**src/rtl/txprio_tracker.sv**
```systemverilog
module txprio_tracker #(
  parameter int NUM_MB = 16,
  parameter int ARB_W  = 8
) (
  input  logic                    clk,
  input  logic                    rst_n,
  input  logic [4*NUM_MB-1:0]     mb_code,
  input  logic [ARB_W*NUM_MB-1:0] mb_arb,
  input  logic [NUM_MB-1:0]       mb_busy,
  input  logic                    arb_start,
  input  logic                    arb_end,
  input  logic                    cpu_wr,
  input  logic [6:0]              cpu_idx,
  input  logic                    lowbuf_mode,
  input  logic                    tx_ok,
  input  logic [6:0]              tx_idx,
  output logic [31:0]             status
);
  localparam int PW = (NUM_MB > 1) ? $clog2(NUM_MB) : 1;
  localparam logic [PW-1:0] LAST = PW'(NUM_MB - 1);

  logic [3:0]       code_a [NUM_MB];
  logic [ARB_W-1:0] arb_a  [NUM_MB];

  for (genvar g = 0; g < NUM_MB; g++) begin : g_unpack
    assign code_a[g] = mb_code[g*4 +: 4];
    assign arb_a[g]  = mb_arb[g*ARB_W +: ARB_W];
  end

  logic [PW-1:0]    ptr, inact_idx, best_idx, last_tx;
  logic [ARB_W-1:0] best_arb;
  logic             scanning, scan_done, blocked, found_inact, have_tx;
  logic [6:0]       lptm;
  logic             vps, imb;

  logic [3:0]       cur_code;
  logic [ARB_W-1:0] cur_arb;
  logic             cur_inact, cur_tx;
  logic [6:0]       ptr_x;
  logic [PW-1:0]    sel;
  logic             cand, wr_blocks, closing;

  assign cur_code  = code_a[ptr];
  assign cur_arb   = arb_a[ptr];
  assign cur_inact = !mb_busy[ptr] && (cur_code[2:0] == 3'b000);
  assign cur_tx    = !mb_busy[ptr] && (cur_code == 4'b1100);
  assign ptr_x     = 7'(ptr);
  assign sel       = found_inact ? inact_idx : (lowbuf_mode ? last_tx : best_idx);
  assign cand      = found_inact || have_tx;
  assign wr_blocks = cpu_wr && ((scanning && cpu_idx <= ptr_x) || scan_done);
  assign closing   = arb_end && scan_done;

  always_ff @(posedge clk) begin
    if (!rst_n) begin
      ptr <= '0; inact_idx <= '0; best_idx <= '0; last_tx <= '0;
      best_arb <= '0; scanning <= 1'b0; scan_done <= 1'b0;
      blocked <= 1'b0; found_inact <= 1'b0; have_tx <= 1'b0;
      lptm <= '0; vps <= 1'b0; imb <= 1'b0;
    end else if (arb_start) begin
      ptr <= '0; scanning <= 1'b1; scan_done <= 1'b0; blocked <= 1'b0;
      found_inact <= 1'b0; have_tx <= 1'b0; vps <= 1'b0;
    end else begin
      if (scanning) begin
        if (cur_inact && !found_inact) begin
          found_inact <= 1'b1;
          inact_idx   <= ptr;
        end
        if (cur_tx) begin
          have_tx <= 1'b1;
          last_tx <= ptr;
          if (!have_tx || cur_arb > best_arb) begin
            best_arb <= cur_arb;
            best_idx <= ptr;
          end
        end
        if (ptr == LAST) begin
          scanning  <= 1'b0;
          scan_done <= 1'b1;
        end else begin
          ptr <= ptr + 1'b1;
        end
      end
      if (cpu_wr) vps <= 1'b0;
      if (wr_blocks) blocked <= 1'b1;
      if (arb_end) begin
        scanning  <= 1'b0;
        scan_done <= 1'b0;
      end
      if (closing) begin
        imb <= found_inact;
        if (cand) lptm <= 7'(sel);
        vps <= cand && !blocked && !wr_blocks;
      end else if (tx_ok && !imb) begin
        lptm <= tx_idx;
      end
    end
  end

  assign status = {9'b0, lptm, 1'b0, vps, imb, 13'b0};
endmodule


```
**config.mk**
```make
export PLATFORM = sky130hd
export DESIGN_NAME = txprio_tracker
export DESIGN_NICKNAME = d
export VERILOG_FILES = /design/src/rtl/txprio_tracker.sv
export SDC_FILE = /design/constraint.sdc
export NUM_CORES = 1
export LEC_CHECK = 0
export ABC_AREA = 1
export BUFFER_PORTS_ARGS = -buffer_cell sky130_fd_sc_hd__buf_2
export CAP_MARGIN = 20
export CORE_ASPECT_RATIO = 1.2
export CORE_MARGIN = 5
export CORE_UTILIZATION = 40
export DETAILED_ROUTE_END_ITERATION = 8
export PLACE_DENSITY_LB_ADDON = 0.2
export SLEW_MARGIN = 20
export SYNTH_ARGS = -nofsm -noshare
export SYNTH_HDL_FRONTEND = slang
export SYNTH_SLANG_ARGS = --single-unit
```
**constraint.sdc**
```tcl
create_clock -name clk -period 2.8 [get_ports clk]
set_input_delay 0.84 -clock clk [delete_from_list [all_inputs] [get_ports clk]]
set_output_delay 0.84 -clock clk [all_outputs]
set_load 0.01 [all_outputs]
```
Word-level counts from Yosys, hierarchy flattened
Index checks and enable logic that the tools add are counted.
Widths: inputs -> output; s select.
Cells by class
  eq/ne operators: 3
  $add $sub $neg: 1
  bitwise logic cells: 4
  magnitude comparators: 4
  reduce and logical (&&, ||, !) cells: 32
  muxes and demuxes: 19
Operator list (count)
  $bmux 8 s4: 1
  $mux 7: 3
  $bmux 4 s4: 1
  $mux 4: 4
  $mux 8: 2
  $reduce_and 2->1: 5
  $logic_and 1x1->1: 9
  $reduce_and 3->1: 3
  $eq 4x4->1 const B: 2
  $gt 8x8->1: 1
  $le 7x4->1: 1
  $mux 1: 7
  $logic_not 1->1: 6
  $ge 5x5->1 const B: 1
  $lt 4x5->1 const B: 1
  $not 4->5: 1
  $add 4x1->4 const B: 1
  $bmux 1 s4: 1
  $reduce_and 4->1: 1
  $reduce_bool 2->1: 2
  $logic_not 3->1: 1
  $logic_or 1x1->1: 3
  $not 1->1: 3
  $reduce_or 3->1: 1
  other kinds (2): 2
Storage, ports and cells
  logic and storage cells: 76
  register bits: 38
  output and inout bits: 32

Logic depth before layout (Yosys ltp)
  depth in word-level cells: 8
  mapped depth: 24
  gate-level depth less buffers: 19

Worst setup path after synthesis
Ideal clock, no wire load.
  kind: reg2reg
  start: reg ptr[0]
  end: reg best_arb[2]
  path buffers: 5
  required time: 2.690 ns
  path slack: -0.222 ns
  data arrival time: 2.912 ns
  cell stages (with the launch flop): 21
  clock period less this slack: 3.022 ns
  library setup time: 0.110 ns
  path through: dfxtp_1 buf_6 inv_4 buf_2 buf_2 clkbuf_1 o21ai_0 o211ai_1 a31oi_1 inv_1 ha_1 inv_1 nor2_1 o21ai_0 nand2_1 a21oi_1 o21ai_0 clkbuf_1 nand4_1 nand2_1 nor2_1
On the way
  longest elaborated chain between the ends: 7
  elaborated cells between the ends (all ways): 15
  classes of those cells: 1 x order compare; 1 x eq/ne; 8 x mux; 1 x bitwise; 4 x reduce/logical
Ends and longest elaborated chain
  from (decl): line 30  | logic [PW-1:0] ptr, inact_idx, best_idx, last_tx;
  from (signal assigned): line 80  | ptr <= ptr + 1'b1;
  $not 4->5 (implied by the code): line 44  | assign cur_arb = arb_a[ptr];
  $bmux 8 s4: line 44
  $mux 8 (implied by the code) (2 in series): line 44
  via cur_arb[1]: line 37  | logic [ARB_W-1:0] cur_arb;
  $gt 8x8->1: line 71  | if (!have_tx || cur_arb > best_arb) begin
  $logic_or 1x1->1: line 71
  $reduce_and 4->1 (no line)
  to (signal assigned): line 72  | best_arb <= cur_arb;
  to (decl): line 31  | logic [ARB_W-1:0] best_arb;
The timed path passes the listed nets, and every way through them passes these cells. The select of a mux whose other input is x is not followed.
A chain may end at the register's enable or synchronous reset.

Worst setup path after layout
  start: reg ptr[0]
  end: reg best_idx[0]
On the way
  longest elaborated chain between the ends: 7
  elaborated cells between the ends (all ways): 15
  classes of those cells: 1 x order compare; 1 x eq/ne; 8 x mux; 1 x bitwise; 4 x reduce/logical
Ends and longest elaborated chain
  $not 4->5 (implied by the code): line 44
  $bmux 8 s4: line 44
  $mux 8 (implied by the code) (2 in series): line 44
  via cur_arb[1]: line 37
  $gt 8x8->1: line 71
  $logic_or 1x1->1: line 71
  $reduce_and 4->1 (no line)
  to (signal assigned): line 73  | best_idx <= ptr;
  to (decl): line 30
The timed path passes the listed nets, and every way through them passes these cells. The select of a mux whose other input is x is not followed.

==> results.toml <==
[power]
total_power_mw = 1.82
cellInternalPower_mw = 1.28
power_density_mw_per_mm2 = 300
net-switching-power_uw = 537
static-leakage-power_nw = 3.19
switching_share_pct = 29.6
power.combinational.fraction_pct = 32.8
part_of_the_power_in_the_clock_network_pct = 36.4
ir_worst_vdd_uv = 382
share_seq_of_total_power_pct = 30.8

[worst_setup_path]
data_arrival_critical_path_ps = 2960
critical_path_rt_ps = 3020
crit_path_start_kind = "register"
timing.critical_path.fanout_max = 10
setup.worst_path.end_class = "register"
kind_of_critical_path = "reg2reg"

[yosys]
syn-mean-instance-area_um2 = 5.49
synth_cells = 758
synth_xor_xnor_area_share_pct = 0
synthDominantAreaCellType = "sky130_fd_sc_hd__dfxtp_1"
postSynthRegisterBits = 38
synth_cell_types = 32
seq_area_frac_synth_pct = 18.3
combinational_family_with_the_most_area_after_synthesis = "simple AND/OR/NAND/NOR gates"
synthDominantCellAreaShare_pct = 18.3
yosysWarnings = 0
synth.area.top_cells = "sky130_fd_sc_hd__dfxtp_1 18%, sky130_fd_sc_hd__nand2_1 14%, sky130_fd_sc_hd__o21ai_0 14%"
synthAdderAreaFrac_pct = 3.91
yosys.area_share.simple_pct = 36.1
yosys-mux-area-fraction_pct = 0
netlist_area_mm2 = 0.00416
synth_compound_area_share_pct = 23.7

[timing]
timing.final.max_slew_violations = 0
tightestPinTransition_ps = 609
maxSlewHeadroom_pct = 59.0
fin_crit_sh_pct = 97.9
period_needed_ps = 2740
hold_viol = 0
finClkSkew_ps = 6.67
clock.fmax_ghz = 0.365
rsz0062_at_grt = "true"
layout_setup_ws_ps = 60.0
setup_viol = 0
hold_ws_ps = 463

[grt]
largest_net_degree_at_the_start_of_global_routing = 43
grt_pass1_wl_mm = 23.7
track_usage_pct = 23.5
grt_pass1_vias = 4952
grt_antenna_before_repair = 1
globalRoute.totalOverflow = 0

[floorplan]
core_area_mm2 = 0.0101
die_w_um = 103
fp.dieArea_mm2 = 0.0126
starting_density_pct = 41.2
top_level_ports = 261
die-height_um = 122
fp-row-count = 40

[clock_tree]
cts_num_sinks = 38
cts.htree.levels = 2
cts_hold_buffers = 0
cts_root_buffer = "sky130_fd_sc_hd__clkbuf_16"
clk_transition_reported_paths_ps = 60
cts_inserted_buffers = 5
cts_tree = "done"
ctsLongestPathBuffers = 2
clock_insertion_delay_worst_skew_ps = 280

[detailed_routing]
drt.antenna.violating_nets = 0
remaining_drc_errors = 0
via_count = 5667
wl_per_cell_um = 14.7
wl_mm = 16.7
drt-initial-drc-count = 304
first_pass_iters = 5
detail_route.vias_per_cell = 4.99

[cells_and_area]
net_count_of_the_finished_layout = 1252
multiInputGateArea_mm2 = 0.00290
layout.cells.non_filler = 1136
final_core_utilization_pct = 59.9
insertedDiodeCount = 0
final_common_cell = "sky130_fd_sc_hd__buf_2"
mostFrequentLayoutCells = "237 x sky130_fd_sc_hd__buf_2, 154 x sky130_fd_sc_hd__nand2_1, 120 x sky130_fd_sc_hd__nor2_1"
synthToLayoutAreaGrowth_pct = 45.6
n_fill_cell = 1051
register_area_um2 = 767
drive_above_1_share_pct = 35.7

[placed_design]
hpwlAfterDp_mm = 12.9
placed_cells = 1114
portBuffers = 237
pre_cts_slack_ps = -245
place.gp.congestion = 0.902

[run_status]
status = "complete, no violations"

[flow_run]
drv_cap = 0

[worst_hold_path]
min-delay-path-class = "reg2reg"
==> per-layer routing <==
layer | track usage, % | share of wire (%) | up-vias | wire (µm)
met5 | 0 | 0.078 | - | 13
met3 | 4.18 | 10 | 18 | 1700
met4 | 3.64 | 1.2 | 2 | 194
met1 | 31.0 | 41 | 2504 | 6800
met2 | 40.4 | 48 | 230 | 8020
li1 | - | - | 2913 | -
==> power groups by stage <==
stage / registers, mW / clock network [mW] / logic, mW
CTS: 0.558 / 0.663 / 0.523
global route: 0.560 / 0.684 / 0.665
global placement: 0.570 / 0 / 0.516
detailed placement: 0.570 / 0 / 0.517
floorplan: 0.571 / 0 / 0.287
finish: 0.559 / 0.661 / 0.596
==> kinds of logic (layout without fill, tap and decap cells) <==
kind of cell,count (synthesis),count (layout)
adders and majority gates,13,13
buffers and inverters,159,389
and+or+nand+nor,362,362
DFF,38,38
other,1,23
AOI/OAI and AO/OA,185,185
==> sequential cells by signal, indices dropped and copies added (netlist names) <==
register,flops
inact_idx,4
have_tx,1
best_idx,4
scan_done,1
blocked,1
imb,1
lptm,7
found_inact,1
best_arb,8
last_tx,4
scanning,1
ptr,4
vps,1
==> cells in the mapped netlist (all sizes together) <==
library cell	number
clkinv	1
and3b	1
nor2	138
a22o	1
clkbuf	21
nand3	39
o21ai	119
nor4	1
dfxtp	38
a21oi	34
inv	87
o22ai	13
o21a	1
nand2	166
buf	50
nand4	16
conb	1
o211ai	10
ha	13
a31oi	6
a311oi	1
nor3	1
==> through the flow <==
| step | TNS [ps] | instance area, µm² |
|---|---|---|
| global placement | -2170 | 5520 |
| global route | -1070 | 6060 |
| floorplan | 0 | 4250 |
| CTS | 0 | 5700 |
| finish | 0 | 6060 |
| detailed placement | -2630 | 5520 |
==> final timing paths <==
check	endpoint	start	slack [ps]	depth (start not counted)
worst min register to register	lptm[4]	lptm[4]	460	2
worst min-delay path	lptm[4]	lptm[4]	460	2
worst max-delay path	best_idx[0]	ptr[0]	60	20
worst max register to register	best_idx[0]	ptr[0]	60	20
==> repair_timing <==
action	4_1_cts	5_1_grt
pin swaps	1	31
setup buffers	1	11
resized for setup	1	81
cloned	0	3
endpoints found under the setup margin	11	12
hold endpoints to repair	0	0
==> worst max-delay path, cell delays in order (launching register included) <==
cell	delay, ps
sky130_fd_sc_hd__dfxtp_4	400
sky130_fd_sc_hd__buf_6	140
sky130_fd_sc_hd__clkbuf_16	150
sky130_fd_sc_hd__o21ai_0	190
sky130_fd_sc_hd__o21ai_1	100
sky130_fd_sc_hd__nand2_1	70
sky130_fd_sc_hd__nand2_1	80
sky130_fd_sc_hd__a31oi_2	180
sky130_fd_sc_hd__inv_1	100
sky130_fd_sc_hd__ha_4	280
sky130_fd_sc_hd__inv_1	40
sky130_fd_sc_hd__nor2_2	80
sky130_fd_sc_hd__o21ai_2	50
sky130_fd_sc_hd__nand2_1	90
sky130_fd_sc_hd__a21oi_2	70
sky130_fd_sc_hd__o21ai_2	180
sky130_fd_sc_hd__nand3_2	120
sky130_fd_sc_hd__buf_6	190
sky130_fd_sc_hd__nand2_2	50
sky130_fd_sc_hd__inv_1	30
sky130_fd_sc_hd__nor2_1	80
==> layout make-up <==
type | instances | area share [%]
multi-input combinational | 583 | 47.8
timing repair buffer | 294 | 28.5
sequential | 38 | 12.7
inverter | 88 | 5.64
tap | 126 | 2.60
clock buffer | 6 | 2.29
clock inverter | 1 | 0.496
Power figures use the tool's default switching activity.
